**src/rtl/vit_pkg.sv**
```systemverilog
package vit_pkg;
  localparam int MEM = 2;            // encoder memory
  localparam int GW  = MEM + 1;      // generator taps
  localparam int NST = 1 << MEM;     // trellis states

  typedef logic [1:0] sym_t;

  typedef enum logic [2:0] {
    PH_IDLE, PH_RX, PH_FIND, PH_TB_RD, PH_TB_USE, PH_OUT, PH_FIN
  } phase_t;

  function automatic logic [1:0] hd2(input sym_t v);
    return {1'b0, v[1]} + {1'b0, v[0]};
  endfunction
endpackage

```
**src/rtl/vit_tables.sv**
```systemverilog
module vit_tables
  import vit_pkg::*;
(
  input  logic                      clk,
  input  logic                      rst,
  input  logic                      load,
  input  logic [GW-1:0]             gen_a,
  input  logic [GW-1:0]             gen_b,
  output logic [NST*2-1:0][1:0]     out_tbl
);
  logic [NST*2-1:0][1:0] tbl_c;

  // entry index = state*2 + input bit; window = {input bit, state}
  for (genvar s = 0; s < NST; s++) begin : g_st
    for (genvar u = 0; u < 2; u++) begin : g_in
      localparam int WINI = u * NST + s;
      localparam logic [GW-1:0] WIN = WINI[GW-1:0];
      assign tbl_c[s*2+u] = {^(gen_a & WIN), ^(gen_b & WIN)};
    end
  end

  always_ff @(posedge clk) begin
    if (rst)       out_tbl <= '0;
    else if (load) out_tbl <= tbl_c;
  end
endmodule

```
**src/rtl/vit_acs.sv**
```systemverilog
module vit_acs
  import vit_pkg::*;
#(
  parameter int MW = 6
) (
  input  logic                  clk,
  input  logic                  rst,
  input  logic                  init,
  input  logic                  en,
  input  sym_t                  sym,
  input  logic [NST*2-1:0][1:0] out_tbl,
  output logic [NST-1:0]        dec,
  output logic [MW-1:0]         min_val,
  output logic [MEM-1:0]        min_idx
);
  localparam logic [MW-1:0] MMAX = {MW{1'b1}};

  logic [NST-1:0][MW-1:0] metric, nxt_m, init_m;

  // next state = {u, s[MEM-1]}: predecessors of ns are {ns[0], x}, u = ns[1]
  for (genvar ns = 0; ns < NST; ns++) begin : g_acs
    localparam int U  = ns / (NST / 2);
    localparam int P0 = (ns % (NST / 2)) * 2;
    localparam int P1 = P0 + 1;
    logic [1:0]    bm0, bm1;
    logic [MW:0]   s0, s1;
    logic [MW-1:0] c0, c1;
    assign bm0 = hd2(sym ^ out_tbl[P0*2+U]);
    assign bm1 = hd2(sym ^ out_tbl[P1*2+U]);
    assign s0  = {1'b0, metric[P0]} + {{(MW-1){1'b0}}, bm0};
    assign s1  = {1'b0, metric[P1]} + {{(MW-1){1'b0}}, bm1};
    assign c0  = s0[MW] ? MMAX : s0[MW-1:0];
    assign c1  = s1[MW] ? MMAX : s1[MW-1:0];
    assign dec[ns]   = (c1 < c0);          // tie keeps lower predecessor
    assign nxt_m[ns] = dec[ns] ? c1 : c0;
    assign init_m[ns] = (ns == 0) ? '0 : MMAX;
  end

  always_ff @(posedge clk) begin
    if (rst || init) metric <= init_m;
    else if (en)     metric <= nxt_m;
  end

  always_comb begin
    min_val = metric[0];
    min_idx = '0;
    for (int i = 1; i < NST; i++) begin
      if (metric[i] < min_val) begin
        min_val = metric[i];
        min_idx = MEM'(i);
      end
    end
  end
endmodule

```
**src/rtl/vit_surv_ram.sv**
```systemverilog
module vit_surv_ram #(
  parameter int DEPTH = 64,
  parameter int W     = 4,
  parameter int AW    = $clog2(DEPTH)
) (
  input  logic          clk,
  input  logic          we,
  input  logic [AW-1:0] waddr,
  input  logic [W-1:0]  wdata,
  input  logic [AW-1:0] raddr,
  output logic [W-1:0]  rdata
);
  logic [W-1:0] mem [DEPTH];

  always_ff @(posedge clk) begin
    if (we) mem[waddr] <= wdata;
    rdata <= mem[raddr];
  end
endmodule

```
**src/rtl/vit_dec_top.sv**
```systemverilog
module vit_dec_top
  import vit_pkg::*;
#(
  parameter int MAX_LEN = 64,
  parameter int MW      = 6,
  parameter int LW      = $clog2(MAX_LEN + 1)
) (
  input  logic          clk,
  input  logic          rst,
  input  logic          start,
  input  logic [2:0]    gen_a,
  input  logic [2:0]    gen_b,
  input  logic [LW-1:0] frame_len,
  input  logic          sym_valid,
  input  logic [1:0]    sym,
  output logic          busy,
  output logic          done,
  output logic          bit_valid,
  output logic          bit_out
);
  localparam int AW = $clog2(MAX_LEN);

  phase_t                ph;
  logic [LW-1:0]         flen_q;
  logic [AW-1:0]         step, tb_idx, oidx, last_idx;
  logic [MEM-1:0]        tb_st;
  logic [MAX_LEN-1:0]    dbuf;
  logic                  acs_init, acs_en;
  logic [NST*2-1:0][1:0] out_tbl;
  logic [NST-1:0]        dec, surv_rd;
  logic [MW-1:0]         acs_min;
  logic [MEM-1:0]        acs_min_idx;
  logic [LW-1:0]         flen_m1;

  assign acs_init = (ph == PH_IDLE) && start;
  assign acs_en   = (ph == PH_RX) && sym_valid;
  assign flen_m1  = flen_q - 1'b1;
  assign last_idx = flen_m1[AW-1:0];

  vit_tables u_tbl (
    .clk(clk), .rst(rst), .load(acs_init),
    .gen_a(gen_a), .gen_b(gen_b), .out_tbl(out_tbl)
  );

  vit_acs #(.MW(MW)) u_acs (
    .clk(clk), .rst(rst), .init(acs_init), .en(acs_en), .sym(sym),
    .out_tbl(out_tbl), .dec(dec), .min_val(acs_min), .min_idx(acs_min_idx)
  );

  vit_surv_ram #(.DEPTH(MAX_LEN), .W(NST), .AW(AW)) u_surv (
    .clk(clk), .we(acs_en), .waddr(step), .wdata(dec),
    .raddr(tb_idx), .rdata(surv_rd)
  );

  always_ff @(posedge clk) begin
    if (rst) begin
      ph        <= PH_IDLE;
      busy      <= 1'b0;
      done      <= 1'b0;
      bit_valid <= 1'b0;
      bit_out   <= 1'b0;
      flen_q    <= '0;
      step      <= '0;
      tb_idx    <= '0;
      oidx      <= '0;
      tb_st     <= '0;
      dbuf      <= '0;
    end else begin
      done      <= 1'b0;
      bit_valid <= 1'b0;
      case (ph)
        PH_IDLE: if (start) begin
          flen_q <= frame_len;
          step   <= '0;
          busy   <= 1'b1;
          ph     <= PH_RX;
        end
        PH_RX: if (sym_valid) begin
          step <= step + 1'b1;
          if (step == last_idx) ph <= PH_FIND;
        end
        PH_FIND: begin
          tb_st  <= acs_min_idx;
          tb_idx <= last_idx;
          ph     <= PH_TB_RD;
        end
        PH_TB_RD: ph <= PH_TB_USE;
        PH_TB_USE: begin
          dbuf[tb_idx] <= tb_st[MEM-1];
          tb_st        <= {tb_st[0], surv_rd[tb_st]};
          if (tb_idx == '0) begin
            oidx <= '0;
            ph   <= PH_OUT;
          end else begin
            tb_idx <= tb_idx - 1'b1;
            ph     <= PH_TB_RD;
          end
        end
        PH_OUT: begin
          bit_valid <= 1'b1;
          bit_out   <= dbuf[oidx];
          oidx      <= oidx + 1'b1;
          if (oidx == last_idx) ph <= PH_FIN;
        end
        PH_FIN: begin
          done <= 1'b1;
          busy <= 1'b0;
          ph   <= PH_IDLE;
        end
        default: ph <= PH_IDLE;
      endcase
    end
  end
endmodule

```
**config.mk**
```make
export PLATFORM = sky130hd
export DESIGN_NAME = vit_dec_top
export DESIGN_NICKNAME = d
export VERILOG_FILES = /design/src/rtl/vit_pkg.sv /design/src/rtl/vit_tables.sv /design/src/rtl/vit_acs.sv /design/src/rtl/vit_surv_ram.sv /design/src/rtl/vit_dec_top.sv
export SDC_FILE = /design/constraint.sdc
export NUM_CORES = 1
export LEC_CHECK = 0
export CAP_MARGIN = 10
export CORE_MARGIN = 3
export CORE_UTILIZATION = 50
export CTS_BUF_LIST = sky130_fd_sc_hd__clkbuf_8
export DETAILED_ROUTE_END_ITERATION = 7
export MAX_ROUTING_LAYER = met4
export PLACE_DENSITY_LB_ADDON = 0.12
export SYNTH_ARGS = -nofsm -noshare
export SYNTH_HDL_FRONTEND = slang
export SYNTH_SLANG_ARGS = --single-unit
```
**constraint.sdc**
```tcl
create_clock -name clk -period 16.67 [get_ports clk]
set_clock_uncertainty 0.1 [all_clocks]
set_input_delay 2.5005 -clock clk [delete_from_list [all_inputs] [get_ports clk]]
set_output_delay 2.5005 -clock clk [all_outputs]
set_load 0.005 [all_outputs]
```
# ---- After elaboration in Yosys (flattened, before gate mapping)
# Memories as Yosys holds them, arrays and structs flattened. A register that Yosys moved wholly into a read port is not among the register bits.
# Index checks and enable logic that the tools add are counted.
# W data, S select, Z words.
dict set report word_totals {
  reg_bits 135
  ramBits 256
  input_bits 19
  wordCells 149
  n_memories 1
}
# memory depth width rd rd_clocked_by_memory_dff write_ports line
set memory_table {}
lappend memory_table {u_surv.mem 64 4 1 1 1 vit_surv_ram.sv:13} ;# logic [W-1:0] mem [DEPTH];
dict set report op_classes {
  n_addsub 20
  order_cmp 11
  n_eq_ne 14
  muxes 44
  bitwise_logic 7
  n_reduce_logical 30
}
# cell n
set op_table {}
lappend op_table {{$mux W6} 18}
lappend op_table {{$bwmux W64} 1}
lappend op_table {{$add A6 B2 Y7} 8}
lappend op_table {{$lt A6 B6 Y1} 7}
lappend op_table {{$reduce_xor A3 Y1} 14}
lappend op_table {{$pmux W6 S2} 3}
lappend op_table {{$pmux W3 S6} 1}
lappend op_table {{$add A1 B1 Y2} 8}
lappend op_table {{$mux W3} 5}
lappend op_table {{$lt A6 B7 Y1 const B} 2}
lappend op_table {{$xor A2 B2 Y2} 7}
lappend op_table {{$add A6 B1 Y6 const B} 2}
lappend op_table {{$eq A6 B6 Y1} 2}
lappend op_table {{$sub A6 B1 Y6 const B} 2}
lappend op_table {{$ne A2 B2 Y1 const B} 5}
lappend op_table {{$eq A3 B3 Y1 const B} 3}
lappend op_table {{$mux W1} 9}
lappend op_table {{$reduce_and A2 Y1} 4}
lappend op_table {{$reduce_bool A2 Y1} 4}
lappend op_table {{$bmux W1 S6} 1}
lappend op_table {{$demux W1 S6} 1}
lappend op_table {{$eq A3 B2 Y1 const B} 2}
lappend op_table {{$ge A6 B1 Y1 const B} 1}
lappend op_table {{$logic_not A6 Y1} 1}
lappend op_table {{12 further kinds} 15}

# ---- Longest topological paths before layout
dict set report logic_depth {
  depth_word 7
  mapped_depth 25
}

# ---- By module
# Synthesis repeated with hierarchy kept, for this count alone.
dict set report unflattened {
  cells_unflattened 1646
  hier_area_um2 19582.5
}
# mod instances cells_each area_each_um2
set modules_own_cells {}
lappend modules_own_cells {vit_surv_ram 1 521 10407.5}
lappend modules_own_cells {vit_dec_top 1 611 5237.5}
lappend modules_own_cells {vit_acs 1 455 3355.7}
lappend modules_own_cells {vit_tables 1 59 581.8}

# ---- Worst setup path after synthesis
# No wires, ideal clock.
dict set report synth_timing {
  path_kind {input to register}
  startpoint {in sym[1]}
  endpoint {mem u_surv.mem[0][0], data pin}
  setup_time_ns 0.510
  t_arrival_ns 6.528
  setup_slack_ns 9.532
  cell_stages 13
  n_path_buf 2
  cell_sequence {clkbuf_1 xnor2_1 fa_1 inv_1 ha_1 clkbuf_1 nor2_1 a21oi_1 ha_1 a21o_1 a211oi_1 a21oi_2 nor2_1}
}
dict set report synth_between {
  elab_chain_len 5
  elab_cells_between_ends 8
}
# item line
set synth_rtl {}
lappend synth_rtl {{start: declaration} vit_dec_top.sv:15} ;# input logic [1:0] sym,
lappend synth_rtl {{$xor A2 B2 Y2} vit_acs.sv:29} ;# assign bm1 = hd2(sym ^ out_tbl[P1*2+U]);
lappend synth_rtl {{$add A1 B1 Y2} vit_pkg.sv:13} ;# return {1'b0, v[1]} + {1'b0, v[0]};
lappend synth_rtl {{$add A6 B2 Y7} vit_acs.sv:31} ;# assign s1 = {1'b0, metric[P1]} + {{(MW-1){1'b0}}, bm1};
lappend synth_rtl {{$mux W6} vit_acs.sv:33} ;# assign c1 = s1[MW] ? MMAX : s1[MW-1:0];
lappend synth_rtl {{$lt A6 B6 Y1 (*)} vit_acs.sv:34} ;# assign dec[ns] = (c1 < c0);
lappend synth_rtl {{named net dec[0]} vit_dec_top.sv:30} ;# logic [NST-1:0] dec, surv_rd;
lappend synth_rtl {{end: declaration} vit_surv_ram.sv:13}
# Mark *: on every way through the listed nets, which the timed path passes. The rest lies on a longest branch.

# ---- Worst setup path after layout
dict set report layout_timing {
  startpoint {in sym[1]}
  endpoint {reg u_acs.metric[23] (netlist bit)}
}
dict set report layout_between {
  elab_chain_len 6
  elab_cells_between_ends 10
}
# item line
set layout_rtl {}
lappend layout_rtl {{$xor A2 B2 Y2, on equally long branches} {vit_acs.sv:29, vit_acs.sv:28}}
lappend layout_rtl {{$add A1 B1 Y2} vit_pkg.sv:13}
lappend layout_rtl {{$add A6 B2 Y7, on equally long branches} {vit_acs.sv:31, vit_acs.sv:30}}
lappend layout_rtl {{$mux W6, on equally long branches} {vit_acs.sv:33, vit_acs.sv:32}}
lappend layout_rtl {{$lt A6 B6 Y1 (*)} vit_acs.sv:34}
lappend layout_rtl {{named net dec[3]} vit_dec_top.sv:30}
lappend layout_rtl {{$mux W6 (*)} vit_acs.sv:35} ;# assign nxt_m[ns] = dec[ns] ? c1 : c0;
lappend layout_rtl {{end signal: assignment} vit_acs.sv:40} ;# if (rst || init) metric <= init_m;
lappend layout_rtl {{end signal: assignment} vit_acs.sv:41} ;# else if (en) metric <= nxt_m;
lappend layout_rtl {{end: declaration} vit_acs.sv:18} ;# logic [NST-1:0][MW-1:0] metric, nxt_m, init_m;
# Marks and branches as above.
# A chain may end at the register's enable or synchronous reset.

==> impl_results.md <==
- Synth warnings: 0
- Area Overhead vs Synth: 9.54%
- Total length of routed wires: 50100 um
- Avg Inst Size Synth: 11.1 um2
- Relative slew margins: 0.206
- Worst-margin pin slew: approximately 1200 ps
- CTS tree: built
- Fin crit period: 6410 ps
- DR DRC count: 0
- Hold buffer count at cts: 0
- Fin nets: 1777
- Die width: ~200 um
- Htree depth: 3
- Die area: 40600 um2
- Core area: about 37000 um2
- Final Util: 0.563
- Synth Flop Type: edfxtp_1
- Routed vias/inst: between 6 and 7
- #FFs+latches synth: between 300 and 400
- Max Freq: 0.156 GHz
- Worst setup SP type: input port
- Vias in the first global route: 13400
- Top-area cell type share of the netlist area: 0.403
- Gr ovfl total: 0
- ANT cells: 0
- All-Layer GR Usage: 0.252
- Root Driver: clkbuf_8
- Crit Path Max Fanout: 43
- Post-synth top area cell: edfxtp_1
- Number of flops mapped to enable cells by yosys: about 260
- Cell variety after synth: between 70 and 80
- PostCTS Resize Cnt: 0
- Sequential fraction of the synthesis area: 0.548
- Post-Synthesis Net Count: 1790
- Die Ht: 201 um
- Deepest clock path buffer count: 3
- Antenna Nets Post-Route: 0
- Count leader, synth: edfxtp_1
- Initial antenna violation count: 0
- DRT Pass-1 Iters: 7
- DRT iter0 DRCs: between 1000 and 1500
- Setup violators final: 0
- I/O Buffers: 21
- Peak supply drop: 0.0000693 V
- Clk pin slew, worst setup/hold paths: around 50 ps
- Status: completed
- Clk Latency, worst-skew pair: ~620 ps
- CTS buffer count: approximately 70
- DPL Wire Length: 31900 um
- Leakage: 6.93 nW
- Share of layout cells above drive strength 1: 0.111
- Syn Inst Count: 1716
- First-pass GRT wire length: 77700 um
- Setup TNS: 0 ps
- Largest net degree at the start of global routing: 101
- Hold Violations, Final: 0
- Placed inst area: 19600 um2
- Cell row count: 70
- Drt wl/cell: 22.2 um
- Fraction of registers with async set/reset: 0
- Commonest cells post-synth: edfxtp_1 (256), a21oi_1 (166), nor2_1 (161)
- Final worst-path cycle share: 0.385
- Worst min-delay path category: register to register
- Power density over the cells: 128 nW/um2
- RD Place Congestion: 0.887
- Final Cell Area: 20900 um2
- Clock sink total: 395
- CP Capture Type: register
- # fillers: between 3000 and 4000
- Critical Path RT: 17100 ps
- Worst hold slack: 367 ps
- Worst EP arrival: 6840 ps
- Vias: 14000
- Ranking of synthesized cells by area: edfxtp_1 (40%), dfxtp_1 (15%), mux4_2 (4.8%)
- Max-cap violation count: 0
- Kind of critical path: input port to register
- Unrepaired setup endpoints after global routing: false
- Starting Density: 0.514
- # IOs: 23
- Final Slew Violations: 0
- Setup Buffers After CTS: 0
- Synthesized cell area: 19100 um2
state kept, by name, indices dropped and copies added, names as in the netlist:
name,count
ph,3
busy,1
bit_out,1
done,1
u_tbl.out_tbl,14
dbuf,64
oidx,6
tb_idx,6
flen_q,6
tb_st,2
u_acs.metric,24
u_surv.mem,256
u_surv.rdata,4
step,6
bit_valid,1
metrics by stage:
step,instances,total power [mW],setup WS (ps)
2_1_floorplan,1716,1.63,9530
3_3_place_gp,2136,1.81,9690
3_5_place_dp,2136,1.83,9650
4_1_cts,2255,2.70,10290
5_1_grt,2255,2.81,9840
6_report,2255,2.68,10260
final timing paths:
| path | slack [ps] | cells after the start | startpoint | end |
|---|---|---|---|---|
| setup / recovery | 10260 | 15 | sym[1] | u_acs.metric[23] |
| hold / removal | 370 | 2 | u_tbl.out_tbl[3] | u_tbl.out_tbl[3] |
| setup reg to reg | 11380 | 19 | u_acs.metric[3] | tb_st[0] |
| hold reg to reg | 370 | 2 | u_tbl.out_tbl[3] | u_tbl.out_tbl[3] |
layer usage:
| metal | routed length (um) | share of wire | GRT usage | vias up |
|---|---|---|---|---|
| met1 | 22100 | 0.44 | 0.349 | 6868 |
| met4 | 1390 | 0.028 | 0.0907 | 0 |
| met2 | 22900 | 0.46 | 0.376 | 527 |
| met3 | 3710 | 0.074 | 0.0443 | 106 |
| met5 | 0 | 0 | - | - |
| li1 | - | - | - | 6452 |
cells in the final DEF, fill, tap and decap left out, types with 31 or more instances in the layout:
cell type  instances
nand3_1          110
mux2i_1           49
nor2_1           159
edfxtp_1         256
mux4_2            41
ha_1              47
xnor2_1           31
o21ai_0          110
inv_1             57
dfxtp_1          135
a21oi_1          166
clkbuf_8          75
nand2_1           87
power by group:
part	switching (mW)	total (mW)	internal, mW
Combinational	0.403	0.581	0.177
Sequential	0.0302	1.23	1.20
Clock	0.391	0.867	0.476
Total	0.824	2.68	1.85
worst max-delay path, cell delays in order:
cell             delay [ps]
clkdlybuf4s50_1         730
xnor2_1                 210
fa_1                    460
inv_1                    80
ha_1                    270
nor2_1                   60
a21oi_1                 210
ha_1                    290
a21o_1                  160
a211oi_1                290
a21oi_1                 180
nor2_4                  550
buf_4                   510
nor3b_1                 110
a211oi_1                210
cell type report:
cell class	count	area, um2	area share
well taps	504	631	0.0301
clock inverters	44	298	0.0142
multi-input cells	1163	8000	0.382
flip-flops and latches	395	10500	0.501
clock buffers	75	1030	0.0494
repair buffers	40	350	0.0167
inverters	34	128	0.00610
logic make-up (layout without fill, tap and decap cells):
| family | count (synthesis) | in the layout | share of synthesized area |
|---|---|---|---|
| multiplexers | 115 | 115 | 0.0888 |
| flip-flops | 395 | 395 | 0.548 |
| XOR/XNOR | 42 | 42 | 0.0197 |
| adder cells (fa/ha/maj) | 56 | 56 | 0.0397 |
| AO/OA/AOI/OAI | 464 | 464 | 0.148 |
| AND/OR/NAND/NOR | 486 | 486 | 0.121 |
| buffers and inverters | 158 | 193 | 0.0341 |
(Power assumes the default switching activity.)
